<file path="config.mk">
export PLATFORM = sky130hd
export DESIGN_NAME = serpar_drv
export DESIGN_NICKNAME = d
export VERILOG_FILES = /design/src/rtl/serpar_pkg.sv /design/src/rtl/serpar_shreg.sv /design/src/rtl/serpar_hold.sv /design/src/rtl/serpar_outmux.sv /design/src/rtl/serpar_drv.sv
export SDC_FILE = /design/constraint.sdc
export NUM_CORES = 1
export LEC_CHECK = 0
export BUFFER_PORTS_ARGS = -buffer_cell sky130_fd_sc_hd__buf_2
export CELL_PAD_IN_SITES_DETAIL_PLACEMENT = 0
export CELL_PAD_IN_SITES_GLOBAL_PLACEMENT = 1
export CORE_ASPECT_RATIO = 2
export CORE_UTILIZATION = 28
export CTS_BUF_LIST = sky130_fd_sc_hd__clkbuf_2 sky130_fd_sc_hd__clkbuf_4 sky130_fd_sc_hd__clkbuf_8
export DETAILED_ROUTE_END_ITERATION = 8
export GPL_ROUTABILITY_DRIVEN = 0
export MAX_ROUTING_LAYER = met4
export PLACE_DENSITY_LB_ADDON = 0.1
export SYNTH_ARGS = -nofsm -noshare
export SYNTH_HDL_FRONTEND = slang
export SYNTH_HIERARCHICAL = 1
export SYNTH_SLANG_ARGS = --single-unit
</file>
<file path="constraint.sdc">
create_clock -name clk -period 1.1 [get_ports clk]
set_clock_uncertainty 0.15 [all_clocks]
set_input_delay 0.165 -clock clk [delete_from_list [all_inputs] [get_ports clk]]
set_output_delay 0.165 -clock clk [all_outputs]
set_load 0.02 [all_outputs]
</file>
<file path="src/rtl/serpar_pkg.sv">
package serpar_pkg;
    // Ordering of chain stages onto the parallel output bits
    typedef enum logic {
        DIR_FWD = 1'b0,
        DIR_REV = 1'b1
    } dir_e;

    localparam int unsigned DEF_STAGES = 32;
endpackage

</file>
<file path="src/rtl/serpar_shreg.sv">
module serpar_shreg #(
    parameter int unsigned N = serpar_pkg::DEF_STAGES
) (
    input  logic         clk,
    input  logic         rst_n,
    input  logic         sdin,
    output logic [N-1:0] stage_q,
    output logic [N-1:0] stage_d
);
    typedef struct packed {
        logic [N-1:0] stage;
    } sr_state_t;

    sr_state_t st_d, st_q;

    always_comb begin
        st_d = st_q;
        if (!rst_n) begin
            st_d.stage = '0;
        end else begin
            st_d.stage = {st_q.stage[N-2:0], sdin};
        end
    end

    always_ff @(posedge clk) begin
        st_q <= st_d;
    end

    assign stage_q = st_q.stage;
    assign stage_d = st_d.stage;
endmodule

</file>
<file path="src/rtl/serpar_hold.sv">
module serpar_hold #(
    parameter int unsigned N = serpar_pkg::DEF_STAGES
) (
    input  logic         clk,
    input  logic         rst_n,
    input  logic         le,
    input  logic [N-1:0] chain_cur,
    input  logic [N-1:0] chain_nxt,
    output logic [N-1:0] held
);
    typedef struct packed {
        logic [N-1:0] bits;
    } hold_state_t;

    hold_state_t hs_d, hs_q;

    always_comb begin
        hs_d = hs_q;
        if (!rst_n) begin
            hs_d.bits = '0;
        end else if (le) begin
            // track what the chain will hold after this edge
            hs_d.bits = chain_nxt;
        end
    end

    always_ff @(posedge clk) begin
        hs_q <= hs_d;
    end

    // transparent while enabled, frozen otherwise
    assign held = le ? chain_cur : hs_q.bits;
endmodule

</file>
<file path="src/rtl/serpar_outmux.sv">
module serpar_outmux #(
    parameter int unsigned     N   = serpar_pkg::DEF_STAGES,
    parameter serpar_pkg::dir_e DIR = serpar_pkg::DIR_FWD
) (
    input  logic [N-1:0] held,
    input  logic         blank_n,
    input  logic         pol,
    output logic [N-1:0] dout
);
    logic [N-1:0] mapped;

    for (genvar i = 0; i < N; i++) begin : g_map
        localparam int unsigned SRC = (DIR == serpar_pkg::DIR_REV) ? (N - 1 - i) : i;
        assign mapped[i] = held[SRC];
    end

    always_comb begin
        if (!blank_n) begin
            dout = pol ? '0 : '1;
        end else if (pol) begin
            dout = mapped;
        end else begin
            dout = ~mapped;
        end
    end
endmodule

</file>
<file path="src/rtl/serpar_drv.sv">
module serpar_drv #(
    parameter int unsigned     N   = serpar_pkg::DEF_STAGES,
    parameter serpar_pkg::dir_e DIR = serpar_pkg::DIR_FWD
) (
    input  logic         clk,
    input  logic         rst_n,
    input  logic         sdin,
    input  logic         le,
    input  logic         blank_n,
    input  logic         pol,
    output logic         sdout,
    output logic [N-1:0] dout
);
    logic [N-1:0] stage_q;
    logic [N-1:0] stage_d;
    logic [N-1:0] held;

    serpar_shreg #(.N(N)) u_shreg (
        .clk     (clk),
        .rst_n   (rst_n),
        .sdin    (sdin),
        .stage_q (stage_q),
        .stage_d (stage_d)
    );

    serpar_hold #(.N(N)) u_hold (
        .clk       (clk),
        .rst_n     (rst_n),
        .le        (le),
        .chain_cur (stage_q),
        .chain_nxt (stage_d),
        .held      (held)
    );

    serpar_outmux #(.N(N), .DIR(DIR)) u_outmux (
        .held    (held),
        .blank_n (blank_n),
        .pol     (pol),
        .dout    (dout)
    );

    assign sdout = stage_q[N-1];
endmodule

</file>
==> key figures <==
Outcome
  • Status: finished with violations
  • Failing checks: negative setup slack

Critical path
  • Crit end category: output pin
  • Setup crit start kind: register
  • Critical path class: register to output pin
  • Required time of the critical path: 0.78 ns
  • Arrival time at the worst endpoint: 1.17 ns
  • Critical-path maximum fanout: 2

Cells and area
  • Seq. cell area: 1330 um2
  • Layout cell share with drive strength beyond 1: 0.713
  • Layout area overhead: 71.1%
  • Util after Layout: 0.494
  • # diodes: 0
  • Layout fillers: 1001
  • Multi-input logic area: 2440 um2
  • Nets: 443
  • Fin area: 5210 um2

Clocking
  • Clock root cell: clkbuf_8
  • TritonCTS clock tree: done
  • Clock transition at path regs: 0.07 ns
  • H-tree depth: 3
  • Clk_lat worst skew: 0.34 ns
  • Total CTS buffers: 9
  • CTS sink cnt: 64
  • CTS max path bufs: 2

Yosys
  • Synth Instances: 344
  • #FFs+latches synth: 64
  • Area contributors post-synth: dfxtp_1 42%, nand2_1 15%, xor2_1 9.2%, and2_2 7.9%, nand2b_1 4.9%
  • Count leader, synth: nand2_1
  • List of most frequent post-synthesis cells: 120 x nand2_1, 64 x dfxtp_1, 32 x and2_2, 32 x xor2_1, 24 x nand2b_1
  • Sequential area share after synthesis: 0.421
  • Distinct cells, synth: 15
  • Async SR Flop Fraction: 0
  • Number of warnings issued by yosys: 6
  • Number of synthesized flops with an enable pin: 0
  • Synth Area per Inst: 8.85 um2
  • Syn nets: 350
  • Area leader, netlist: dfxtp_1
  • Top FF cell, synth: dfxtp_1
  • Top-area cell type share of the netlist area: 0.421
  • Mapped Area: 3040 um2

Place
  • Area after DPL: 4270 um2
  • PortBufs: 38
  • Post-DP HPWL: 4290 um

Global routing
  • First-pass GRT wire length: 11400 um
  • Initial antenna violation count: 0
  • Vias in the first global route: 2535
  • Grt total ovfl: 0
  • GRT Util Overall: 0.137
  • Largest net degree at the start of global routing: 37

Run
  • Max cap viols: 0

Floorplanning
  • Initial Utilization: 0.289
  • Die Ht: 149 um
  • IO Pins: 39
  • Die area: 11300 um2
  • Core area: 10500 um2
  • Core Rows: 53
  • Die Wd: 75.7 um

Timing
  • Worst slew margin: 0.830
  • RSZ-0062 raised after global routing: true
  • Fmax achieved: 0.671 GHz
  • Worst Max-Slew Pin Slew: 0.255 ns
  • Final setup fails: 33
  • Tcrit/Tclk final: 1.35
  • Hold Vio Cnt, Final: 0
  • Max Slew Vio Count: 0
  • Min Tclk post-route: 1.49 ns
  • Final WS setup: -0.390 ns

Power and ir drop
  • Power per cell area: 963 nW/um2
  • Leak Pwr: 2.14 nW
  • Peak VDD IR: 0.000527 V

Detailed routing
  • DR vias: 2431
  • DR vias/cell: 4.20
  • DRC: 0
  • Final ANT Viol Nets: 0
  • DRT iter0 DRCs: 50
  • DRT Pass-1 Iters: 4
  • WL/cell: 11.6 um
  • WL final: 6690 um

Min path
  • HP Class: input pin to register
what timing repair did:
item / 4_1_cts / 5_1_grt
pin swaps: 39 / 30
gates resized for setup: 136 / 36
endpoints found under the setup margin: 33 / 36
endpoints found under the hold margin: 1 / 0
hold buffers: 1 / 0
cloned: 1 / 0
buffers inserted: 22 / 10
path summary, 6_finish.rpt:
path	cells after the start	to	startpoint	slack (ns)
setup / recovery	5	dout[28]	u_hold/hs_q[28]$_SDFFE_PN0P_	-0.39
hold / removal	3	u_hold/hs_q[5]$_SDFFE_PN0P_	le	0.08
setup reg to reg	5	u_hold/hs_q[25]$_SDFFE_PN0P_	u_hold/hs_q[25]$_SDFFE_PN0P_	0.01
hold reg to reg	2	u_hold/hs_q[3]$_SDFFE_PN0P_	u_hold/hs_q[3]$_SDFFE_PN0P_	0.33
state kept, by name, summed over array words and instances, names as in the netlist:
register and cells:
u_hold/hs_q 32, u_shreg/stage_q 32
layout make-up:
type	instances	share of cell area
Clock buffer	9	0.0238
Clock inverter	7	0.0120
Multi-Input combinational cell	256	0.468
Sequential cell	64	0.256
Tap cell	137	0.0329
Timing Repair Buffer	106	0.207
per-layer routing:
metal	GRT usage	vias to the layer above	share of wire
met5	-	-	0
met4	0.0556	0	0.014
met3	0.0283	5	0.020
met2	0.232	32	0.55
met1	0.152	1172	0.41
li1	-	1222	-
cells in the final DEF, fill, tap and decap left out, drive strengths merged, types with 5 or more instances in the layout:
cell type  Yosys  final
a21boi        32     32
and2          32     32
buf           18    104
clkbuf         6      9
clkinv         0      5
dfxtp         64     64
nand2        128    128
nand2b        32     32
xor2          32     32
power breakdown:
part	switching (mW)	internal [mW]
combinational	0.385	0.373
sequential	0.00433	2.33
clock	0.901	1.03
total	1.29	3.72
worst max-delay path: stages, from the launching register on:
cell	delay, ns
dfxtp_1	0.30
nand2b_1	0.10
nand2_2	0.09
nand2_4	0.08
xor2_4	0.14
buf_6	0.13
metrics by stage:
step	TNS, ns	cells	power (mW)	hold slack [ns]	setup slack [ns]
finish	-12.01	579	5.01	0.0766	-0.390
global route	-14.35	579	5.23	0.0792	-0.480
CTS	-13.16	570	5.09	0.0688	-0.439
detailed placement	-13.64	531	3.02	0.260	-0.473
global placement	-13.16	531	3.01	0.255	-0.440
floorplan	-4.62	344	2.87	0.168	-0.152
logic make-up after synthesis:
logic type,Yosys count,share of synthesized area
AO/OA/AOI/OAI,32,0.0888
flip-flops,64,0.421
XOR/XNOR,32,0.0921
buffers and inverters,24,0.0691
AND/OR/NAND/NOR,192,0.329
No activity file was read; power rests on OpenSTA's default activity.
